--- config.mk ---
export PLATFORM = sky130hd
export DESIGN_NAME = rbw_decim_ctrl
export DESIGN_NICKNAME = d
export VERILOG_FILES = /design/src/rtl/rbw_decim_pkg.sv /design/src/rtl/rbw_gear_decode.sv /design/src/rtl/rbw_flush_seq.sv /design/src/rtl/rbw_rate_monitor.sv /design/src/rtl/rbw_decim_ctrl.sv
export SDC_FILE = /design/constraint.sdc
export NUM_CORES = 1
export LEC_CHECK = 0
export BUFFER_PORTS_ARGS = -buffer_cell sky130_fd_sc_hd__buf_2
export CAP_MARGIN = 20
export CORE_UTILIZATION = 50
export CTS_BUF_LIST = sky130_fd_sc_hd__clkbuf_4
export DETAILED_ROUTE_END_ITERATION = 7
export GPL_TIMING_DRIVEN = 0
export HOLD_SLACK_MARGIN = 0.06
export PLACE_DENSITY = 0.76
export SKIP_LAST_GASP = 1
export SLEW_MARGIN = 5
export SYNTH_ARGS = -nofsm -noshare
export SYNTH_HDL_FRONTEND = slang
export SYNTH_SLANG_ARGS = --single-unit
--- constraint.sdc ---
create_clock -name clk -period 14.7 [get_ports clk]
set_clock_uncertainty 0.1 [all_clocks]
set_input_delay 1.47 -clock clk [delete_from_list [all_inputs] [get_ports clk]]
set_output_delay 1.47 -clock clk [all_outputs]
set_load 0.01 [all_outputs]
--- src/rtl/rbw_decim_pkg.sv ---
package rbw_decim_pkg;

  typedef enum logic {ST_RUN, ST_FLUSH} seq_state_e;

  // smallest r with 2**r >= v
  function automatic int ceil_log2(input int v);
    int r;
    r = 0;
    for (int i = 0; i < 31; i++) begin
      if ((1 << i) < v) r = i + 1;
    end
    return r;
  endfunction

  // bandwidth in Hz of a gear; gear num_gears-1 is the narrowest (rbw_min)
  function automatic longint gear_bw_hz(input int gear, input int num_gears,
                                        input int rbw_min);
    longint bw;
    int     steps;
    steps = num_gears - 1 - gear;
    bw    = longint'(rbw_min);
    for (int i = 0; i < 16; i++) begin
      if (i < steps / 2) bw = bw * 10;
    end
    if (steps % 2 == 1) bw = bw * 3;
    return bw;
  endfunction

endpackage

--- src/rtl/rbw_gear_decode.sv ---
module rbw_gear_decode #(
  parameter int GEAR_W    = 3,
  parameter int CIC_W     = 10,
  parameter int HB_MAX    = 5,
  parameter int HB_CNT_W  = 3,
  parameter int CIC_ORDER = 5,
  parameter int SHIFT_W   = 6
) (
  input  logic [GEAR_W-1:0]   gear,
  output logic [CIC_W-1:0]    cic,
  output logic [HB_CNT_W-1:0] hb_cnt,
  output logic [HB_MAX-1:0]   hb_en,
  output logic [SHIFT_W-1:0]  shift
);
  import rbw_decim_pkg::*;

  // split of the total ratio between CIC and half-band depth
  always_comb begin
    case (int'(gear))
      0:       begin cic = CIC_W'(7);   hb_cnt = HB_CNT_W'(0); end
      1:       begin cic = CIC_W'(20);  hb_cnt = HB_CNT_W'(0); end
      2:       begin cic = CIC_W'(67);  hb_cnt = HB_CNT_W'(0); end
      3:       begin cic = CIC_W'(25);  hb_cnt = HB_CNT_W'(3); end
      4:       begin cic = CIC_W'(83);  hb_cnt = HB_CNT_W'(3); end
      5:       begin cic = CIC_W'(250); hb_cnt = HB_CNT_W'(3); end
      6:       begin cic = CIC_W'(208); hb_cnt = HB_CNT_W'(5); end
      default: begin cic = CIC_W'(625); hb_cnt = HB_CNT_W'(5); end
    endcase
  end

  // worst-case CIC bit growth, dropped so every gear lands at the same scale
  always_comb shift = SHIFT_W'(CIC_ORDER * ceil_log2(int'(cic)));

  // stages are used from the front of the cascade
  for (genvar i = 0; i < HB_MAX; i++) begin : g_hb_en
    assign hb_en[i] = (int'(hb_cnt) > i);
  end

endmodule

--- src/rtl/rbw_flush_seq.sv ---
module rbw_flush_seq #(
  parameter int GEAR_W    = 3,
  parameter int FLUSH_CYC = 16,
  parameter int CNT_W     = $clog2(FLUSH_CYC)
) (
  input  logic              clk,
  input  logic              rst,
  input  logic [GEAR_W-1:0] gear_q,
  output logic [GEAR_W-1:0] act_gear,
  output logic              flushing
);
  import rbw_decim_pkg::*;

  seq_state_e        state;
  logic [CNT_W-1:0]  cnt;
  logic [GEAR_W-1:0] tgt;

  always_ff @(posedge clk) begin
    if (rst) begin
      state    <= ST_FLUSH;
      cnt      <= '0;
      tgt      <= '0;
      act_gear <= '0;
    end else begin
      case (state)
        ST_RUN: begin
          if (gear_q != act_gear) begin
            state <= ST_FLUSH;
            tgt   <= gear_q;
            cnt   <= '0;
          end
        end
        default: begin
          if (gear_q != tgt) begin
            tgt <= gear_q;
            cnt <= '0;
          end else if (cnt == CNT_W'(FLUSH_CYC - 1)) begin
            state    <= ST_RUN;
            act_gear <= tgt;
          end else begin
            cnt <= cnt + 1'b1;
          end
        end
      endcase
    end
  end

  assign flushing = (state == ST_FLUSH);

  assert_flush_restart_R9: assert property (@(posedge clk) disable iff (rst)
    (state == ST_FLUSH && gear_q != tgt) |=> (cnt == '0 && tgt == $past(gear_q)));

  assert_act_held_R8: assert property (@(posedge clk) disable iff (rst)
    (state == ST_RUN) |=> $stable(act_gear));

endmodule

--- src/rtl/rbw_rate_monitor.sv ---
module rbw_rate_monitor #(
  parameter int GEAR_W     = 3,
  parameter int NUM_GEARS  = 8,
  parameter int CIC_W      = 10,
  parameter int HB_CNT_W   = 3,
  parameter int IN_RATE    = 100_000_000,
  parameter int RBW_MIN    = 1000,
  parameter int RATE_RATIO = 5
) (
  input  logic                clk,
  input  logic                rst,
  input  logic                valid,
  input  logic [GEAR_W-1:0]   gear,
  input  logic [CIC_W-1:0]    cic,
  input  logic [HB_CNT_W-1:0] hb_cnt,
  output logic                rate_err
);
  import rbw_decim_pkg::*;

  longint bw, prod, diff, lhs, rhs;

  always_comb begin
    bw   = gear_bw_hz(int'(gear), NUM_GEARS, RBW_MIN);
    prod = longint'(cic) << hb_cnt;
    diff = prod * longint'(RATE_RATIO) * bw - longint'(IN_RATE);
    if (diff < 0) diff = -diff;
    lhs  = 2 * diff;
    rhs  = (longint'(1) << hb_cnt) * longint'(RATE_RATIO) * bw;
  end

  always_ff @(posedge clk) begin
    if (rst) rate_err <= 1'b0;
    else     rate_err <= valid && (lhs > rhs);
  end

  assert_rate_product_R10: assert property (@(posedge clk) disable iff (rst)
    !rate_err);

endmodule

--- src/rtl/rbw_decim_ctrl.sv ---
module rbw_decim_ctrl #(
  parameter int GEAR_IN_W  = 4,
  parameter int NUM_GEARS  = 8,
  parameter int GEAR_W     = $clog2(NUM_GEARS),
  parameter int CIC_W      = 10,
  parameter int HB_MAX     = 5,
  parameter int HB_CNT_W   = $clog2(HB_MAX + 1),
  parameter int CIC_ORDER  = 5,
  parameter int SHIFT_W    = 6,
  parameter int FLUSH_CYC  = 16,
  parameter int IN_RATE    = 100_000_000,
  parameter int RBW_MIN    = 1000,
  parameter int RATE_RATIO = 5
) (
  input  logic                 clk,
  input  logic                 rst,
  input  logic [GEAR_IN_W-1:0] gear_in,
  output logic [CIC_W-1:0]     cic_rate,
  output logic [HB_CNT_W-1:0]  hb_stages,
  output logic [HB_MAX-1:0]    hb_en,
  output logic [SHIFT_W-1:0]   cic_shift,
  output logic                 chain_rst,
  output logic                 cfg_valid,
  output logic                 rate_err
);

  localparam logic [GEAR_W-1:0] GEAR_TOP = GEAR_W'(NUM_GEARS - 1);

  logic [GEAR_W-1:0]   gear_lim, gear_q, act_gear, act_gear_q;
  logic                flushing;
  logic [CIC_W-1:0]    dec_cic;
  logic [HB_CNT_W-1:0] dec_hb_cnt;
  logic [HB_MAX-1:0]   dec_hb_en;
  logic [SHIFT_W-1:0]  dec_shift;

  always_comb begin
    if (gear_in > GEAR_IN_W'(NUM_GEARS - 1)) gear_lim = GEAR_TOP;
    else                                     gear_lim = gear_in[GEAR_W-1:0];
  end

  always_ff @(posedge clk) begin
    if (rst) gear_q <= '0;
    else     gear_q <= gear_lim;
  end

  rbw_flush_seq #(
    .GEAR_W    (GEAR_W),
    .FLUSH_CYC (FLUSH_CYC)
  ) u_seq (
    .clk      (clk),
    .rst      (rst),
    .gear_q   (gear_q),
    .act_gear (act_gear),
    .flushing (flushing)
  );

  rbw_gear_decode #(
    .GEAR_W    (GEAR_W),
    .CIC_W     (CIC_W),
    .HB_MAX    (HB_MAX),
    .HB_CNT_W  (HB_CNT_W),
    .CIC_ORDER (CIC_ORDER),
    .SHIFT_W   (SHIFT_W)
  ) u_dec (
    .gear   (act_gear),
    .cic    (dec_cic),
    .hb_cnt (dec_hb_cnt),
    .hb_en  (dec_hb_en),
    .shift  (dec_shift)
  );

  // output stage: settings and the handshake flags leave on the same edge
  always_ff @(posedge clk) begin
    if (rst) begin
      chain_rst <= 1'b1;
      cfg_valid <= 1'b0;
    end else begin
      chain_rst <= flushing;
      cfg_valid <= !flushing;
    end
    cic_rate   <= dec_cic;
    hb_stages  <= dec_hb_cnt;
    hb_en      <= dec_hb_en;
    cic_shift  <= dec_shift;
    act_gear_q <= act_gear;
  end

  rbw_rate_monitor #(
    .GEAR_W     (GEAR_W),
    .NUM_GEARS  (NUM_GEARS),
    .CIC_W      (CIC_W),
    .HB_CNT_W   (HB_CNT_W),
    .IN_RATE    (IN_RATE),
    .RBW_MIN    (RBW_MIN),
    .RATE_RATIO (RATE_RATIO)
  ) u_mon (
    .clk      (clk),
    .rst      (rst),
    .valid    (cfg_valid),
    .gear     (act_gear_q),
    .cic      (cic_rate),
    .hb_cnt   (hb_stages),
    .rate_err (rate_err)
  );

  assert_cfg_stable_R8: assert property (@(posedge clk) disable iff (rst)
    (cfg_valid && $past(cfg_valid)) |->
      ($stable(cic_rate) && $stable(hb_stages) && $stable(hb_en) && $stable(cic_shift)));

  assert_clamp_R6: assert property (@(posedge clk) disable iff (rst)
    (gear_in > GEAR_IN_W'(NUM_GEARS - 1)) |=> (gear_q == GEAR_TOP));

  assert_rst_before_valid_R7: assert property (@(posedge clk) disable iff (rst)
    $rose(cfg_valid) |-> $past(chain_rst));

  assert_hb_contig_R3: assert property (@(posedge clk) disable iff (rst)
    cfg_valid |-> ((hb_en & (hb_en + 1'b1)) == '0 && $countones(hb_en) == int'(hb_stages)));

endmodule

==> Word-level counts from Yosys, hierarchy flattened <==
Index checks and enable logic that the tools add are counted.
{ "totals": {"regBits": 44, "input_bits": 6, "out_inout_bits": 27, "word_cells": 140} }
{ "op_classes": {"add_sub_neg": 5, "n_mul": 21, "order_cmp": 34, "eq_ne": 12, "shift": 2, "n_mux": 42, "n_bitwise": 2, "n_reduce_logical": 9} }
{ "op_table": {"columns": ["cell", "n"], "rows": [
  ["$mux W64", 16],
  ["$mul A64 B4 Y63 const B", 14],
  ["$lt A5 B32 Y1 const A", 8],
  ["$lt A4 B32 Y1 const A", 4],
  ["$mul A64 B4 Y64 const B", 2],
  ["$mul A64 B64 Y64", 2],
  ["$pmux W10 S7", 1],
  ["$gt A64 B64 Y1", 1],
  ["$lt A3 B32 Y1 const A", 2],
  ["$lt A64 B1 Y1 const B", 1],
  ["$mul A64 B3 Y64 const B", 1],
  ["$shl A1 B3 Y64 const A", 1],
  ["$shl A10 B3 Y64", 1],
  ["$sub A64 B28 Y64 const B", 1],
  ["$mux W63", 1],
  ["$neg A63 Y63", 1],
  ["$add A32 B1 Y32", 1],
  ["$lt A1 B32 Y1 const A", 1],
  ["$lt A2 B32 Y1 const A", 1],
  ["$mux W4", 7],
  ["$mux W3", 8],
  ["$mul A14 B3 Y17 const B", 1],
  ["$mux W14", 1],
  ["$lt A1 B10 Y1 const A", 1],
  ["other kinds (36)", 49]
]} }

==> Longest topological paths before layout <==
{ "depth": {"depth_word": 43, "mapped_depth": 69, "depth_no_buf": 64} }

==> Modules after synthesis <==
Synthesis repeated with hierarchy kept, for this count alone.
{ "unflattened": {"hier_cells": 3765, "area_unflattened_um2": 31296.3} }
{ "by_module_without_submodules": {"columns": ["module", "n_inst", "cells_each", "area_each_um2", "seq_area_each_um2"], "rows": [
  ["rbw_rate_monitor", 1, 3631, 29768.6, 20.0],
  ["rbw_decim_ctrl", 1, 37, 680.7, 640.6],
  ["rbw_flush_seq", 1, 57, 559.3, 220.2],
  ["rbw_gear_decode", 1, 40, 287.8, 0.0]
]} }

==> Least setup slack after synthesis <==
OpenSTA, ideal clock, no wires.
{ "synth_path": {"path_type": "reg-to-reg", "startpoint": "register hb_stages[1]", "endpoint": "register u_mon.rate_err", "setup_time_ns": 0.134, "t_arrival_ns": 14.577, "required_time_ns": 14.466, "slack_ns": -0.111, "stages_incl_launch_ff": 64, "n_path_buf": 5, "synth_period_minus_slack_ns": 14.811, "cell_sequence": "dfxtp_1 clkbuf_1 clkbuf_1 nand3b_1 o21ai_0 and2_1 ha_1 inv_1 fa_1 nor2b_1 o21ai_0 a21boi_0 o21ai_0 a21boi_0 o21ai_0 a21boi_0 o21ai_0 a21boi_1 (+28 left out) buf_4 clkbuf_1 nand2_1 xnor2_1 ha_1 a21o_1 a21o_1 a21o_1 a21o_1 a21oi_1 nor2b_1 o21ai_0 nand2b_1 a221oi_1 o21ai_0 nand2_1 nor4bb_1 a31oi_1"} }
{ "synth_via": {"elab_chain_cells": 8, "word_cells_on_any_way": 12, "classes_between": "add/sub (2); mul (4); order compare (2); shift (2); mux (1); reduce/logical (1)"} }
{ "synth_rtl": {"columns": ["item", "line", "source"], "rows": [
  ["from (decl)", "rbw_decim_ctrl.sv:19", "output logic [HB_CNT_W-1:0] hb_stages,"],
  ["from (signal assigned)", "rbw_decim_ctrl.sv:82", "hb_stages <= dec_hb_cnt;"],
  ["$shl A10 B3 Y64", "rbw_rate_monitor.sv:24", "prod = longint'(cic) << hb_cnt;"],
  ["$mul A64 B4 Y64", "rbw_rate_monitor.sv:25", "diff = prod * longint'(RATE_RATIO) * bw - longint'(IN_RATE);"],
  ["$mul A64 B64 Y64", "rbw_rate_monitor.sv:25", null],
  ["$sub A64 B28 Y64", "rbw_rate_monitor.sv:25", null],
  ["$neg A63 Y63 / $lt A64 B1 Y1 (equally long branches)", "rbw_rate_monitor.sv:26", "if (diff < 0) diff = -diff;"],
  ["$mux W63", "rbw_rate_monitor.sv:26", null],
  ["$gt A64 B64 Y1 (*)", "rbw_rate_monitor.sv:33", "else rate_err <= valid && (lhs > rhs);"],
  ["$logic_and A1 B1 Y1 (*)", "rbw_rate_monitor.sv:33", null],
  ["to (signal assigned)", "rbw_rate_monitor.sv:33", null],
  ["to (decl)", "rbw_rate_monitor.sv:16", "output logic rate_err"]
]} }
Every way passes the cells marked *; elsewhere a longest branch is shown, timed or not.
A chain may end at the register's enable or synchronous reset.

==> metrics.json <==
{
  "worstSetupStartpointType": "register",
  "pins_over_their_slew_limit": 0,
  "latest_clock_arrival_within_the_worst_skew_pair_ns": 0.36,
  "min_delay_path_depth": 0,
  "post_synth.cell_area_avg_um2": 8.35,
  "edff_count_synth": 0,
  "power.internal_uw": 217,
  "drc": 0,
  "layout.cells.most_common_list": "829 x sky130_fd_sc_hd__inv_1, 542 x sky130_fd_sc_hd__ha_1, 504 x sky130_fd_sc_hd__fa_1, 398 x sky130_fd_sc_hd__nand2_1, 272 x sky130_fd_sc_hd__nor2_1",
  "die_area_mm2": 0.0621,
  "placed_cell_area_mm2": 0.0318,
  "dr_total_vias": 25900,
  "grt_util_all_layers_pct": 29.4,
  "timing.setup.tns_ns": 0,
  "grt_pass1_vias": 25700,
  "timing.critical_path.required_ns": 14.79,
  "synth.yosys.seq_area_share_pct": 2.49,
  "worst_path_largest_cell_delay_ns": 0.58,
  "total_power_consumption_uw": 354,
  "initial_utilization_pct": 50.7,
  "cts_clk_pin_slew_worst_paths_ns": 0.14,
  "via_density_per_instance": 5.70,
  "clock.fmax_mhz": 69.8,
  "hold_viol": 0,
  "avgRoutedWirePerCell_um": 20.4,
  "syn2layout_area_growth_pct": 9.71,
  "crit-reg2reg-capture": "u_mon.rate_err",
  "syn_area_mm2": 0.0306,
  "timing.critical_path.slowest_stage_cell": "sky130_fd_sc_hd__fa_1",
  "timing.final.setup_violations": 0,
  "wl_um": 92700,
  "globalRouteMet2Util_pct": 46.2,
  "power.net_switching_uw": 137,
  "synth-warning-count": 0,
  "n_fill_cell": 5444,
  "grt_use_met3_pct": 7.57,
  "total_of_buffers_placed_on_input_and_output_ports": 31,
  "ctsLongestPathBuffers": 2,
  "grt_start_max_net_pins": 14,
  "synth.ff_latch_count": 38,
  "crit_top_cell": "sky130_fd_sc_hd__fa_1",
  "dieHeight_um": 249,
  "regToRegStartpoint": "hb_en[2]",
  "cts.hold.buffers_added": 0,
  "cts-htree-levels": 2,
  "pwr-share-seq_pct": 29.7,
  "switching_share_pct": 38.7,
  "most_frequent_standard_cell_in_the_layout_excluding_fill_and_tap_cells": "sky130_fd_sc_hd__inv_1",
  "worst_hold_path_type": "reg2reg",
  "worst_r2r_path_depth": 64,
  "detailedRoute.firstPassIterationCount": 6,
  "timing.setup.critical_path_class": "reg2reg",
  "floorplan.die.width_um": 249,
  "grt_busiest_layer": "met2",
  "critPathLaunch": "hb_en[2]",
  "synth_async_sr_flop_share_pct": 0,
  "globalRouteMet1Util_pct": 37.7,
  "antenna_found_initial": 6,
  "powerDensity_mw_per_mm2": 10.6,
  "power.share.combinational_pct": 49.8,
  "remaining_number_of_nets_flagged_by_the_antenna_check_after_routing": 0,
  "cts_tree": "yes",
  "clockPowerShare_pct": 20.6,
  "setup.worst_path.end": "u_mon.rate_err",
  "ir_drop_mv": 0.0390,
  "detailed_place_hpwl_um": 77300,
  "end_kind": "register",
  "worst-r2r-setup-slack_ns": 0.37,
  "cts-root-buf": "sky130_fd_sc_hd__clkbuf_4",
  "io_pins": 33,
  "gp_routability_congestion": 1.01,
  "crit_path_max_fanout": 7,
  "grt_first_pass_wirelength_um": 141000,
  "syn_inst": 3662,
  "tritoncts_num_sinks": 38,
  "min_period_ns": 14.33,
  "layout.nets": 4862,
  "numCtsBuffers": 5,
  "synth_flop_cell": "sky130_fd_sc_hd__dfxtp_1",
  "design.core.area_mm2": 0.0604,
  "overflow": 0,
  "tightestPinTransition_ns": 1.23,
  "max_slew_margin_pct": 17.4,
  "outcome": "finished, final reports clean",
  "rows": 90,
  "drt_iter0_drc": 2328,
  "synth_cell_type_count": 88,
  "finalCritPeriodShare_pct": 97.5,
  "layout-drive-gt1-share_pct": 9.22,
  "power.static_leakage_uw": 0.0181,
  "data_arrival_at_the_endpoint_of_the_critical_path_ns": 14.42,
  "finish.utilization_pct": 55.6,
  "finish.instance_area_mm2": 0.0335,
  "cap_violations": 0
}
layout make-up:
type / count / area, um^2 / share of cell area [%]
multi-input combinational: 2622 / 27000 / 80.4
clock inverter: 3 / 45.0 / 0.134
inverter: 842 / 3180 / 9.47
buffer: 150 / 816 / 2.43
timing repair buffer: 105 / 736 / 2.19
clock buffer: 5 / 37.5 / 0.112
sequential: 38 / 773 / 2.30
tap: 782 / 978 / 2.92
antenna: 4 / 10.0 / 0.0298
critical path: cells and delay by family, from the launching register on:
family | cells | cell delay [ns]
adder cells (fa/ha/maj) | 15 | 5.75
AO/OA/AOI/OAI | 25 | 4.70
AND/OR/NAND/NOR | 12 | 1.79
buffers and inverters | 10 | 1.11
flip-flops | 1 | 0.38
XOR/XNOR | 2 | 0.34
layer usage:
metal | wire length, um | up-vias
met5 | 64 | -
met4 | 5540 | 10
met3 | 10000 | 303
met2 | 41300 | 1218
met1 | 35800 | 12800
li1 | - | 11600
what timing repair did:
item / CTS / global route
endpoints found under the hold margin: 0 / 0
endpoints found under the setup margin: 1 / 1
gates resized for setup: 167 / 147
buffers inserted: 22 / 39
pin swaps: 29 / 83
power groups by stage:
stage	clock network (uW)	registers (uW)	logic, uW
detailed placement	0	108	166
global placement	0	108	164
finish	72.9	105	176
global route	79.9	105	205
CTS	73.9	105	174
floorplan	0	107	128
through the flow:
stage	instances	setup WS, ns	hold slack (ns)
3_5_place_dp	4489	-4.07	0.247
6_report	4551	0.367	0.245
2_1_floorplan	3664	0.0206	0.229
3_3_place_gp	4477	-4.16	0.232
5_1_grt	4547	-0.148	0.250
4_1_cts	4512	0.00232	0.255
synth_stat cells, drive strengths merged (12+ instances only):
cell type  instances  area share (%)
a211oi            12            0.29
a21o              48             1.2
a21oi             76             1.2
a31oi             22            0.45
and2              84             1.7
and3              15            0.31
buf               22            0.42
clkbuf           140             1.7
dfxtp             38             2.5
fa               519              34
ha               573              23
inv              838              10
mux2i             16            0.52
nand2            404             5.0
nand2b            36            0.74
nand3             38            0.62
nand4             39            0.80
nor2             281             3.4
nor2b             19            0.39
nor3              26            0.43
nor4              12            0.25
o211ai            21            0.52
o21ai             84             1.4
o31ai             17            0.42
or2               13            0.27
xnor2             75             2.1
xor2              47             1.3
state kept, by name (all words and copies together) (netlist names):
| signal | flops |
|---|---|
| hb_stages | 1 |
| act_gear_q | 3 |
| gear_q | 3 |
| u_seq.tgt | 3 |
| u_seq.flushing | 1 |
| u_seq.cnt | 4 |
| u_seq.act_gear | 3 |
| u_mon.rate_err | 1 |
| cfg_valid | 1 |
| cic_shift | 6 |
| chain_rst | 1 |
| cic_rate | 9 |
| hb_en | 2 |
worst min-delay path by stage:
stage	start	endpoint
4_1_cts	u_seq.act_gear[0]	act_gear_q[0]
3_3_place_gp	u_seq.act_gear[0]	act_gear_q[0]
6_report	u_seq.act_gear[0]	act_gear_q[0]
3_5_place_dp	u_seq.act_gear[1]	act_gear_q[1]
5_1_grt	u_seq.act_gear[0]	act_gear_q[0]
2_1_floorplan	u_seq.act_gear[0]	act_gear_q[0]
cells by family (layout without fill, tap and decap cells):
| family | Yosys count | in the layout | share of synthesized area [%] |
|---|---|---|---|
| AO/OA/AOI/OAI | 381 | 381 | 8.38 |
| XOR/XNOR | 122 | 122 | 3.49 |
| adder cells (fa/ha/maj) | 1092 | 1092 | 57.4 |
| buffers and inverters | 1004 | 1105 | 12.5 |
| flip-flops | 38 | 38 | 2.49 |
| multiplexers | 23 | 23 | 0.782 |
| other | 1 | 7 | 0.0123 |
| AND/OR/NAND/NOR | 1001 | 1001 | 14.9 |
Note: power is estimated with default switching activity, not from simulation.
